<file path="config.mk">
export PLATFORM = sky130hd
export DESIGN_NAME = rst_pulse_gen
export DESIGN_NICKNAME = d
export VERILOG_FILES = /design/src/rtl/rpg_pkg.sv /design/src/rtl/rpg_dur_reg.sv /design/src/rtl/rpg_arbiter.sv /design/src/rtl/rpg_timer.sv /design/src/rtl/rst_pulse_gen.sv
export SDC_FILE = /design/constraint.sdc
export NUM_CORES = 1
export LEC_CHECK = 0
export BUFFER_PORTS_ARGS = -buffer_cell sky130_fd_sc_hd__buf_2
export CAP_MARGIN = 20
export CORE_MARGIN = 2
export CORE_UTILIZATION = 60
export CTS_BUF_LIST = sky130_fd_sc_hd__clkbuf_16
export DETAILED_ROUTE_END_ITERATION = 16
export PLACE_DENSITY = 0.83
export SLEW_MARGIN = 25
export SYNTH_ARGS = -nofsm -noshare
export SYNTH_HDL_FRONTEND = slang
export SYNTH_SLANG_ARGS = --single-unit
export TNS_END_PERCENT = 100
</file>
<file path="constraint.sdc">
create_clock -name clk -period 7.56 [get_ports clk]
set_input_delay 1.134 -clock clk [delete_from_list [all_inputs] [get_ports clk]]
set_output_delay 1.134 -clock clk [all_outputs]
set_load 0.005 [all_outputs]
</file>
<file path="src/rtl/rpg_pkg.sv">
package rpg_pkg;
  typedef enum logic [1:0] {
    SRC_NONE = 2'd0,
    SRC_WDOG = 2'd1,
    SRC_WARM = 2'd2,
    SRC_COLD = 2'd3
  } rpg_src_e;
endpackage

</file>
<file path="src/rtl/rpg_dur_reg.sv">
module rpg_dur_reg #(
  parameter int DUR_W   = 8,
  parameter int DUR_RST = 6
) (
  input  logic             clk,
  input  logic             rst_n,
  input  logic             wr_en,
  input  logic [DUR_W-1:0] wr_data,
  output logic [DUR_W-1:0] dur_o
);
  logic [DUR_W-1:0] dur_q, dur_d;

  always_comb begin
    dur_d = dur_q;
    if (wr_en) dur_d = wr_data;
  end

  always_ff @(posedge clk or negedge rst_n) begin
    if (!rst_n)     dur_q <= DUR_W'(DUR_RST);
    else if (wr_en) dur_q <= dur_d;
  end

  assign dur_o = dur_q;
endmodule

</file>
<file path="src/rtl/rpg_arbiter.sv">
module rpg_arbiter
  import rpg_pkg::*;
#(
  parameter int DUR_W     = 8,
  parameter int CNT_W     = 9,
  parameter int WDOG_BASE = 6,
  parameter int WARM_LEN  = 15,
  parameter int COLD_LEN  = 16
) (
  input  logic             ev_wdog,
  input  logic             ev_warm,
  input  logic             ev_cold,
  input  logic [DUR_W-1:0] dur,
  output rpg_src_e         src,
  output logic [CNT_W-1:0] len
);
  always_comb begin
    src = SRC_NONE;
    len = '0;
    if (ev_cold) begin
      src = SRC_COLD;
      len = CNT_W'(COLD_LEN);
    end else if (ev_warm) begin
      src = SRC_WARM;
      len = CNT_W'(WARM_LEN);
    end else if (ev_wdog) begin
      src = SRC_WDOG;
      len = CNT_W'(WDOG_BASE) + CNT_W'(dur);
    end
  end
endmodule

</file>
<file path="src/rtl/rpg_timer.sv">
module rpg_timer #(
  parameter int CNT_W = 9
) (
  input  logic             clk,
  input  logic             rst_n,
  input  logic             start,
  input  logic [CNT_W-1:0] len,
  output logic             busy_o,
  output logic             out_n_o
);
  logic             busy_q, busy_d;
  logic             out_n_q, out_n_d;
  logic [CNT_W-1:0] cnt_q, cnt_d;
  logic             cnt_en;

  always_comb begin
    busy_d = busy_q;
    cnt_d  = cnt_q;
    cnt_en = 1'b0;
    if (!busy_q && start) begin
      busy_d = 1'b1;
      cnt_d  = len - CNT_W'(1);
      cnt_en = 1'b1;
    end else if (busy_q) begin
      cnt_en = 1'b1;
      if (cnt_q == '0) busy_d = 1'b0;
      else             cnt_d  = cnt_q - CNT_W'(1);
    end
    out_n_d = !busy_d;
  end

  always_ff @(posedge clk or negedge rst_n) begin
    if (!rst_n) begin
      busy_q  <= 1'b0;
      out_n_q <= 1'b1;
    end else begin
      busy_q  <= busy_d;
      out_n_q <= out_n_d;
    end
  end

  always_ff @(posedge clk or negedge rst_n) begin
    if (!rst_n)      cnt_q <= '0;
    else if (cnt_en) cnt_q <= cnt_d;
  end

  assign busy_o  = busy_q;
  assign out_n_o = out_n_q;
endmodule

</file>
<file path="src/rtl/rst_pulse_gen.sv">
module rst_pulse_gen
  import rpg_pkg::*;
#(
  parameter int DUR_W     = 8,
  parameter int DUR_RST   = 6,
  parameter int WDOG_BASE = 6,
  parameter int WARM_LEN  = 15,
  parameter int COLD_LEN  = 16
) (
  input  logic             clk,
  input  logic             rst_n,
  input  logic             wdog_ovf_i,
  input  logic             sw_warm_i,
  input  logic             sw_cold_i,
  input  logic             dur_we_i,
  input  logic [DUR_W-1:0] dur_wdata_i,
  output logic             rst_out_n_o,
  output logic             busy_o
);
  localparam int WDOG_MAX = WDOG_BASE + (1 << DUR_W) - 1;
  localparam int SW_MAX   = (WARM_LEN > COLD_LEN) ? WARM_LEN : COLD_LEN;
  localparam int MAX_LEN  = (WDOG_MAX > SW_MAX) ? WDOG_MAX : SW_MAX;
  localparam int CNT_W    = $clog2(MAX_LEN + 1);

  logic [DUR_W-1:0] dur_q;
  rpg_src_e         src;
  logic [CNT_W-1:0] len;

  rpg_dur_reg #(.DUR_W(DUR_W), .DUR_RST(DUR_RST)) u_dur (
    .clk     (clk),
    .rst_n   (rst_n),
    .wr_en   (dur_we_i),
    .wr_data (dur_wdata_i),
    .dur_o   (dur_q)
  );

  rpg_arbiter #(
    .DUR_W(DUR_W), .CNT_W(CNT_W), .WDOG_BASE(WDOG_BASE),
    .WARM_LEN(WARM_LEN), .COLD_LEN(COLD_LEN)
  ) u_arb (
    .ev_wdog (wdog_ovf_i),
    .ev_warm (sw_warm_i),
    .ev_cold (sw_cold_i),
    .dur     (dur_q),
    .src     (src),
    .len     (len)
  );

  rpg_timer #(.CNT_W(CNT_W)) u_tmr (
    .clk     (clk),
    .rst_n   (rst_n),
    .start   (src != SRC_NONE),
    .len     (len),
    .busy_o  (busy_o),
    .out_n_o (rst_out_n_o)
  );
endmodule

</file>
### After elaboration in Yosys (flattened, before gate mapping)

Index checks and enable logic that the tools add are counted.

| operators by class | value |
|---|---|
| $add $sub $neg | 3 |
| multiply operators | 0 |
| divide/modulo/power cells | 0 |
| $lt $le $gt $ge | 0 |
| equality and inequality tests | 1 |
| shift-type cells | 0 |
| multiplexer cells | 14 |
| bitwise gates (word level) | 0 |
| reductions and logical operators | 7 |

Operators with widths:

| operator | count |
|---|---|
| two-way mux 9 bit | 6 |
| subtractor 9 x 1 -> 9 bit, second input constant | 2 |
| adder 3 x 8 -> 9 bit, first input constant | 1 |
| zero test 9 bit | 1 |
| two-way mux 1 bit | 6 |
| two-way mux 2 bit | 2 |
| nonzero test 2 bit | 2 |
| AND reduction 3 bit | 1 |
| zero test 1 bit | 2 |
| != test 2 x 1 -> 1 bit, second input constant | 1 |
| logical AND 1 bit | 1 |

| word-level totals | value |
|---|---|
| flip-flop bits (word level) | 19 |
| latch bits | 0 |
| bits in writable memories | 0 |
| ROM bits | 0 |
| bits of input ports | 14 |
| memories kept | 0 |

### Logic depth before layout (Yosys ltp)

Gate-level depths: netlist (run 1).

| depth | value |
|---|---|
| depth after elaboration | 7 |
| gate-level depth with buffers | 8 |
| gate-level depth less buffers | 8 |

### Hierarchy

Synthesis (run 1) repeated with hierarchy kept, for this count alone.

| second synthesis, totals | value |
|---|---|
| cells, all modules | 143 |
| area, all modules | 1,326.3 µm² |

Modules (own cells, without submodules):

| module | times used | cells each | area each (µm²) |
|---|---|---|---|
| rpg_timer | 1 | 93 | 802.0 |
| rpg_dur_reg | 1 | 17 | 334.1 |
| rpg_arbiter | 1 | 32 | 183.9 |
| rst_pulse_gen | 1 | 1 | 6.3 |

### Worst setup path before layout (run 1)

OpenSTA, ideal clock, no wires.

| path | value |
|---|---|
| kind | input-to-reg |
| start | input port wdog_ovf_i |
| end | register u_tmr.cnt_q[8] |
| setup time | 120 ps |
| data arrival time | 3,020 ps |
| setup slack | 4,421 ps |
| stages | 8 |
| path buffers | 1 |
| cell sequence | clkbuf_1 -> or4b_1 -> o211ai_1 -> ha_1 -> o2111ai_1 -> nor4_2 -> mux2_4 -> a31o_1 |

| between the ends | value |
|---|---|
| cells in the longest elaborated chain, start to end | 7 |
| elaborated cells on any way between the ends | 14 |
| those cells by class | add/sub: 1; eq/ne: 1; mux: 8; reduce/logical: 4 |

Ends and longest elaborated chain:

| what | line | RTL |
|---|---|---|
| start: declaration | rst_pulse_gen.sv:12 | `input logic wdog_ovf_i,` |
| branches (longest 7 deep; another with subtractor 9 x 1 -> 9 bit) | n/a |  |
| end signal: assignment | rpg_timer.sv:44 | `else if (cnt_en) cnt_q <= cnt_d;` |
| end: declaration | rpg_timer.sv:13 | `logic [CNT_W-1:0] cnt_q, cnt_d;` |

Parallel ways; which one is timed is not known.
A chain may end at the register's enable or synchronous reset.

### Worst setup path after layout (run 1)

| path | value |
|---|---|
| start | input port sw_warm_i |
| end | register u_tmr.cnt_q[8] |

| between the ends | value |
|---|---|
| cells in the longest elaborated chain, start to end | 6 |
| elaborated cells on any way between the ends | 12 |
| those cells by class | add/sub: 1; eq/ne: 1; mux: 6; reduce/logical: 4 |

Ends and longest elaborated chain:

| what | line | RTL |
|---|---|---|
| start: declaration | rst_pulse_gen.sv:13 | `input logic sw_warm_i,` |
| branches (longest 6 deep; another with subtractor 9 x 1 -> 9 bit) | n/a |  |

Parallel ways; which one is timed is not known.

==> results of run 1 <==
==> worst reg2reg max path: cells and delay by family (launching register included) <==
family,cells,cell delay (ps)
AOI/OAI and AO/OA,2,410
xor gates and xnor gates,1,140
adders and majority gates,1,230
buffers and inverters,1,60
DFF,1,560
muxes,1,330
and+or+nand+nor,2,790
==> placed cells by master, fill, tap and decap left out, types with 4 or more instances in the layout <==
master,Yosys,routed
a21oi_1,4,4
buf_2,0,15
dfrtp_1,16,16
inv_1,4,4
mux2_2,8,8
nand2_1,10,10
nor2_1,11,11
nor3_1,4,4
o21ai_0,9,9
xnor2_1,6,6
==> power by group <==
part           internal [W]  total, W  switching (W)  leakage [nW]
clock network     0.0000709  0.000109      0.0000378        0.0409
registers          0.000137  0.000173      0.0000354         0.222
logic             0.0000890  0.000205       0.000116         0.276
==> state kept, by name (all words and copies together) (netlist names) <==
register       cells
u_tmr.cnt_q        9
u_tmr.out_n_o      1
u_dur.dur_o        8
u_tmr.busy_o       1
==> final timing paths <==
path                       cells past startpoint            from              to
max                                            8       sw_warm_i  u_tmr.cnt_q[8]
min                                            1  u_dur.dur_o[0]  u_dur.dur_o[0]
max reg2reg                                    8  u_dur.dur_o[1]  u_tmr.cnt_q[8]
min reg2reg                                    1  u_dur.dur_o[0]  u_dur.dur_o[0]
max in group asynchronous                      1           rst_n   u_tmr.out_n_o
min in group asynchronous                      1           rst_n  u_dur.dur_o[3]
==> stage by stage <==
stage	worst slack [ps]	utilization [%]	total power (W)	cell area [um2]	std cells
3_3_place_gp	4350	66.7	0.000360	1270	158
5_1_grt	4410	70.9	0.000513	1350	162
3_5_place_dp	4290	66.7	0.000371	1270	158
6_report	4500	70.9	0.000487	1350	162
2_1_floorplan	4420	-	0.000321	1170	120
4_1_cts	4510	70.9	0.000484	1350	162
==> synthesized netlist by cell type (2+ instances only) <==
master      n  area, um2
inv_1       4       15.0
nand3_1     2       10.0
o21ai_0     9       45.0
dfrtp_1    16        400
nor4_1      2       12.5
clkbuf_1    4       15.0
o21ai_1     3       15.0
nor2_1     11       41.3
a21oi_1     4       20.0
nand2_1    10       37.5
nor4b_1     3       26.3
ha_1        2       25.0
mux2_2      8       90.1
xor2_1      3       26.3
or2_2       2       12.5
o211ai_1    3       22.5
xnor2_1     6       52.6
nor3_1      4       20.0
o2111ai_1   2       17.5
dfstp_2     3       78.8
nand2b_1    3       18.8
==> area by class of cell <==
| type | instances | share of cell area, % |
|---|---|---|
| clock buffers | 3 | 5.57 |
| clock inverters | 1 | 0.371 |
| inverters | 4 | 1.11 |
| multi-input cells | 93 | 49.4 |
| flip-flops and latches | 19 | 35.5 |
| well taps | 27 | 2.50 |
| repair buffers | 15 | 5.57 |
==> routing by layer <==
metal,global-route usage [%],up-vias
met5,0,-
met4,7.03,0
met3,3.33,6
met2,43.9,40
met1,33.6,488
li1,-,471
==> kinds of logic after synthesis <==
kind of cell / count (synthesis) / synth area share (%)
flip-flops: 19 / 40.8
XOR/XNOR: 9 / 6.71
adder cells (fa/ha/maj): 2 / 2.13
AO/OA/AOI/OAI: 27 / 15.5
AND/OR/NAND/NOR: 46 / 23.3
buffers and inverters: 8 / 2.56
multiplexers: 9 / 8.95
==> results.toml, run 1 <==
[route]
wl_per_cell_um = 16.2
top_layer_used = "met4"
routed_wl_mm = 2.62
vias = 1005
postRouteAntennaNets = 0
first_iter_violations = 37
met3_length_um = 137
dr_wl_met2_mm = 1.33
first_pass_iters = 4
wl_met1_mm = 1.12
drc = 0
vias_per_cell = 6.20

[layout]
fin_nets = 152
layout-drive-gt1-share_pct = 28.9
multi_input_area_um2 = 666
nFillCells = 144
seq_area_um2 = 479
area_growth_pct = 14.8
antennaDiodeCount = 0

[synth]
synthCells = 120
yosys_warnings = 0
synth-edff-count = 0
async_flop_share_pct = 100
syn_avg_cell_area_um2 = 9.79
synth_top_flop_cell = "dfrtp_1"
syn_nets = 136
syn-cell-area_um2 = 1170
yosysSeqAreaShare_pct = 40.8
synth.distinct_cells = 37
ys_seq_elements = 19

[global_routing]
antenna_found_initial = 0
grt.total_usage_pct = 25.6
grt_max_degree = 20
grt_first_pass_wirelength_mm = 4.17
grt_pass1_vias = 934
overflow = 0

[placed_design]
gp_congestion = 0.949
hpwlAfterDp_mm = 1.88
portBuffers = 15

[sta]
tns_ps = 0
fmax_ghz = 0.327
hold_violations = 0
post-route-period-util_pct = 40.5
rsz0062_at_grt = "false"
finalClockSkew_ps = 1.38
whs_ps = 520
tightestPinTransition_ps = 821
setup_viol = 0
slew_headroom_pct = 45.1
slew_violations = 0
fin_crit_ps = 3060

[clock_network]
cts_max_level = 1
root_buffer = "clkbuf_16"
tritoncts = "built"
clk_pin_slew_ps = 50
clk_latency_ps = 250
cts_buffer_depth = 2
cts-resized-gates = 0
cts_setup_buffers = 0
cts_made_buffers = 3
hold_buffers = 0
clock_sinks = 19

[setup_path]
worstPathMaxFanout = 9
cp_slowest_cell = "or4b_1"
worst-setup-path-type = "in -> reg"
end_kind = "flip-flop"
required_ps = 7700
worst_setup_path_start_kind = "input pin"
path_cells = "buf_2 > or4b_1 > o211ai_1 > ha_1 > o2111ai_1 > nor4_2 > mux2_4 > a31o_1"
critPathBufInv = 1
arrival_ps = 3200
cpLargestDelayFamily = "simple AND/OR/NAND/NOR gates"
r2r_slack_ps = 4930
max_stage_delay_ps = 510

[floorplanning]
rows = 16
ios = 16
start_util_pct = 61.8
core-area_um2 = 1900
die_area_um2 = 2330
die_w_um = 48.3
die_y_um = 48.3

[outcome]
status = "finished, final reports clean"

[flow_run]
cap_viol_max_count = 0

[pwr]
cellLeakagePower_nw = 0.539
power_density_nw_per_um2 = 361
ir_drop_v = 0.000221

[hold_path]
hp-class = "reg -> reg"
(Power assumes the default switching activity.)
==> run 2, diff against run 1 <==
--- a/config.mk
+++ b/config.mk
@@ -8,10 +8,10 @@
 export BUFFER_PORTS_ARGS = -buffer_cell sky130_fd_sc_hd__buf_2
 export CAP_MARGIN = 20
 export CORE_MARGIN = 2
-export CORE_UTILIZATION = 60
+export CORE_UTILIZATION = 50
 export CTS_BUF_LIST = sky130_fd_sc_hd__clkbuf_16
 export DETAILED_ROUTE_END_ITERATION = 16
-export PLACE_DENSITY = 0.83
+export PLACE_DENSITY = 0.74
 export SLEW_MARGIN = 25
 export SYNTH_ARGS = -nofsm -noshare
 export SYNTH_HDL_FRONTEND = slang
==> constraint.sdc (replaced) <==
create_clock -name clk -period 2.7 [get_ports clk]
set_input_delay 0.405 -clock clk [delete_from_list [all_inputs] [get_ports clk]]
set_output_delay 0.405 -clock clk [all_outputs]
set_load 0.005 [all_outputs]
==> results.toml, run 2 (synthesized netlist as in run 1, its figures left out) <==
[clock_network]
root_buffer = "clkbuf_16"
clk_latency_ps = 240
hold_buffers = 0
cts_made_buffers = 3
tritoncts = "built"
clock_sinks = 19
cts_buffer_depth = 2
cts_max_level = 1
cts_setup_buffers = 0
clk_pin_slew_ps = 50

[route]
wl_met1_mm = 1.04
first_pass_iters = 4
vias = 952
routed_wl_mm = 2.37
met3_length_um = 120
vias_per_cell = 5.77
drc = 0
top_layer_used = "met4"
first_iter_violations = 27
wl_per_cell_um = 14.4
postRouteAntennaNets = 0
dr_wl_met2_mm = 1.17

[setup_path]
worst_setup_path_start_kind = "flip-flop"
path_cells = "or4bb_1 > o211ai_1 > ha_1 > o2111ai_1 > nor4_2 > mux2_4 > a31o_1"
arrival_ps = 2650
max_stage_delay_ps = 550
required_ps = 2830
cp_slowest_cell = "dfstp_2"
critPathBufInv = 0
cpLargestDelayFamily = "simple AND/OR/NAND/NOR gates"
worstPathMaxFanout = 4
worst-setup-path-type = "reg -> reg"
end_kind = "flip-flop"

[floorplanning]
start_util_pct = 53.1
die_area_um2 = 2750
die_w_um = 52.5
core-area_um2 = 2210
die_y_um = 52.5
rows = 17
ios = 16

[layout]
largest_register = "u_tmr.cnt_q"
fin_nets = 154
multi_input_area_um2 = 672
stdcell_count = 165
seq_area_um2 = 479
final_area_um2 = 1370
layout-drive-gt1-share_pct = 29.9
area_growth_pct = 16.6
largest_reg_flops = 9
nFillCells = 191
layout_common_cells = "dfrtp_1 (16), buf_2 (15), nor2_1 (11)"
mostFrequentLayoutCell = "dfrtp_1"
antennaDiodeCount = 0

[sta]
rsz0062_at_grt = "false"
tns_ps = 0
finalClockSkew_ps = 0.930
fin_crit_ps = 2510
slew_headroom_pct = 68.3
fmax_ghz = 0.398
post-route-period-util_pct = 93.1
whs_ps = 85.8
slew_violations = 0
setup_viol = 0
setup_slack_ps = 186
hold_violations = 0
tightestPinTransition_ps = 469

[hold_path]
hp-class = "in -> async"

[global_routing]
grt_pass1_vias = 968
grt_first_pass_wirelength_mm = 4.20
overflow = 0
grt.total_usage_pct = 20.9
grt_max_degree = 20
antenna_found_initial = 0

[pwr]
power_density_nw_per_um2 = 978
ir_drop_v = 0.000612
cellLeakagePower_nw = 0.551

[placed_design]
pre_cts_slack_ps = 110
gp_congestion = 0.944
portBuffers = 15
dp_cells = 161
hpwlAfterDp_mm = 1.76
dpl_cell_area_um2 = 1280

[flow_run]
cap_viol_max_count = 0

[outcome]
status = "finished, final reports clean"
-- run 2: path summary, 6_finish.rpt --
check / cells past startpoint / to / slack, ps / from
worst max-delay path: 7 / u_tmr.cnt_q[8] / 190 / u_dur.dur_o[1]
worst max register to register: 7 / u_tmr.cnt_q[8] / 190 / u_dur.dur_o[1]
worst min-delay path: 1 / u_tmr.cnt_q[3] / 90 / rst_n
max in group asynchronous: 1 / u_dur.dur_o[2] / 2290 / rst_n
worst min register to register: 1 / u_dur.dur_o[0] / 520 / u_dur.dur_o[0]
min in group clk: 3 / u_dur.dur_o[2] / 370 / dur_wdata_i[2]
-- run 2: worst register-to-register path: cells and delay by family (launching register included) --
family / cells / cell delay [ps]
flip-flops: 1 / 550
AO/OA/AOI/OAI: 3 / 490
adder cells (fa/ha/maj): 1 / 250
multiplexers: 1 / 330
AND/OR/NAND/NOR: 2 / 780
-- run 2: routing by layer --
layer,GRT usage [%],vias to the layer above
met5,0,-
met4,9.40,0
met3,5.14,4
met2,33.8,31
met1,26.3,447
li1,-,470
-- run 2: area by class of cell --
class                      count  share of cell area [%]
inverter                       4                    1.10
multi-input combinational     93                    49.0
tap                           28                    2.56
timing repair buffer          17                    6.58
clock buffer                   3                    5.48
clock inverter                 1                   0.274
sequential                    19                    35.0
-- run 2: repair_timing --
item | in CTS | in global routing
hold endpoints to repair | 0 | 0
gates resized for setup | 0 | 1
endpoints found under the setup margin | 0 | 1
-- run 2: report_power, final --
group | switching (W) | leakage (nW) | total [W] | internal, W
clock | 0.0000946 | 0.0423 | 0.000291 | 0.000196
combinational | 0.000315 | 0.287 | 0.000580 | 0.000266
sequential | 0.0000834 | 0.222 | 0.000468 | 0.000385
-- run 2: through the flow --
step / total power, W / utilization [%]
2_1_floorplan: 0.000898 / -
3_3_place_gp: 0.00102 / 58.1
3_5_place_dp: 0.00104 / 58.1
4_1_cts: 0.00134 / 61.7
5_1_grt: 0.00145 / 61.9
6_report: 0.00134 / 61.9
==> run 3, diff against run 2 <==
--- a/config.mk
+++ b/config.mk
@@ -8,10 +8,9 @@
 export BUFFER_PORTS_ARGS = -buffer_cell sky130_fd_sc_hd__buf_2
 export CAP_MARGIN = 20
 export CORE_MARGIN = 2
-export CORE_UTILIZATION = 50
+export CORE_UTILIZATION = 35
 export CTS_BUF_LIST = sky130_fd_sc_hd__clkbuf_16
 export DETAILED_ROUTE_END_ITERATION = 16
-export PLACE_DENSITY = 0.74
 export SLEW_MARGIN = 25
 export SYNTH_ARGS = -nofsm -noshare
 export SYNTH_HDL_FRONTEND = slang
==> constraint.sdc (replaced) <==
create_clock -name clk -period 2.4 [get_ports clk]
set_input_delay 0.36 -clock clk [delete_from_list [all_inputs] [get_ports clk]]
set_output_delay 0.36 -clock clk [all_outputs]
set_load 0.005 [all_outputs]
==> results.toml, run 3 (synthesized netlist as in run 1, its figures left out) <==
[outcome]
status = "finished, final reports clean"

[pwr]
p_sw_share_pct = 37.3
power_frac_seq_pct = 31.9
ir_drop_v = 0.000489
p_total_w = 0.00163
netSwitchingPower_w = 0.000608
p_int_w = 0.00102
p_clk_share_pct = 20.6
combPwrFrac_pct = 47.5
cellLeakagePower_nw = 0.604
power_density_nw_per_um2 = 1070

[sta]
hold_violations = 0
setup_viol = 0
fmax_ghz = 0.423
slew_headroom_pct = 64.3
post-route-period-util_pct = 98.4
finalClockSkew_ps = 1.67
tightestPinTransition_ps = 533
rsz0062_at_grt = "true"
whs_ps = 36.5
tns_ps = 0
fin_crit_ps = 2360
slew_violations = 0

[route]
vias_per_cell = 5.08
wl_per_cell_um = 13.2
routed_wl_mm = 2.57
vias = 986
first_pass_iters = 5
first_iter_violations = 17
drc = 0
postRouteAntennaNets = 0

[floorplanning]
die_w_um = 61.9
die_y_um = 61.9
ios = 16
start_util_pct = 35.8
core-area_um2 = 3280
die_area_um2 = 3840
rows = 21

[global_routing]
overflow = 0
antenna_found_initial = 0
grt_first_pass_wirelength_mm = 4.33
grt_pass1_vias = 917
grt_max_degree = 20
grt.total_usage_pct = 15.8

[clock_network]
cts_made_buffers = 3
clk_latency_ps = 250
clk_pin_slew_ps = 50
cts_buffer_depth = 2
tritoncts = "built"
root_buffer = "clkbuf_16"
clock_sinks = 19
cts_max_level = 1

[placed_design]
portBuffers = 15
hpwlAfterDp_mm = 1.97
gp_congestion = 0.805

[layout]
fin_nets = 165
largest_reg_flops = 9
largest_register = "u_tmr.cnt_q"
layout_common_cells = "dfrtp_1 (16), buf_2 (15), buf_4 (13)"
mostFrequentLayoutCell = "dfrtp_1"
area_growth_pct = 29.1
layout-drive-gt1-share_pct = 38.5
antennaDiodeCount = 0

[setup_path]
worst_setup_path_start_kind = "flip-flop"
end_kind = "flip-flop"
arrival_ps = 2500
worst-setup-path-type = "reg -> reg"
required_ps = 2540
worstPathMaxFanout = 3

[hold_path]
hp-class = "in -> async"

[flow_run]
cap_viol_max_count = 0
==> run 3: path summary, 6_finish.rpt <==
| kind | endpoint | depth (start not counted) | start | slack (ps) |
|---|---|---|---|---|
| min reg2reg | u_dur.dur_o[0] | 1 | u_dur.dur_o[0] | 510 |
| min in group clk | u_dur.dur_o[2] | 3 | dur_wdata_i[2] | 310 |
| max in group asynchronous | u_dur.dur_o[2] | 1 | rst_n | 2040 |
| max reg2reg | u_tmr.cnt_q[8] | 9 | u_dur.dur_o[1] | 40 |
| max | u_tmr.cnt_q[8] | 9 | u_dur.dur_o[1] | 40 |
| min | u_tmr.cnt_q[6] | 1 | rst_n | 40 |
==> run 3: power by group through the flow <==
stage          logic [W]  clock network (W)  registers (W)
2_1_floorplan   0.000513                  0       0.000497
3_3_place_gp    0.000693                  0       0.000518
3_5_place_dp    0.000699                  0       0.000522
4_1_cts         0.000718           0.000347       0.000517
5_1_grt         0.000862           0.000360       0.000532
6_report        0.000774           0.000335       0.000519
==> run 3: stage by stage <==
stage                     setup slack [ps]  area [um2]  utilization (%)  std cells
after floorplan                      -33.7        1170                -        120
after global placement               -15.4        1380             41.9        188
after detailed placement             -44.7        1380             41.9        188
after CTS                            -29.7        1460             44.5        192
after global routing                 -58.0        1520             46.2        194
final                                 38.5        1520             46.2        194
==> run 3: layout make-up <==
class                           instances  area [um2]
Clock inverter                          1        3.75
Multi-Input combinational cell         93         713
Clock buffer                            3        75.1
Inverter                                4        15.0
Sequential cell                        19         479
Timing Repair Buffer                   28         173
Tap cell                               46        57.6
Fill cell                             327        1770
==> run 3: critical path, stage by stage (launching register included) <==
cell and delay, ps:
dfstp_2 540, inv_2 50, ha_4 160, xnor2_1 120
nor4b_1 310, buf_4 170, o32ai_2 90, nor4_4 310
mux2_4 320, a31o_1 180
==> run 3: repair_timing <==
| item | CTS | global route |
|---|---|---|
| endpoints found under the hold margin | 0 | 0 |
| pin swaps | 3 | 4 |
| setup endpoints to repair | 1 | 2 |
| buffers inserted | 0 | 2 |
| hold buffers | 0 | 0 |
| gates resized for setup | 2 | 7 |
==> run 3: routing by layer <==
layer  up-vias  share of wire, %  global-route usage [%]
met3         4               3.9                    4.76
met2        17                47                    24.8
met5         -                 0                       0
met4         0               1.6                    6.38
li1        499                 -                       -
met1       466                47                    20.2
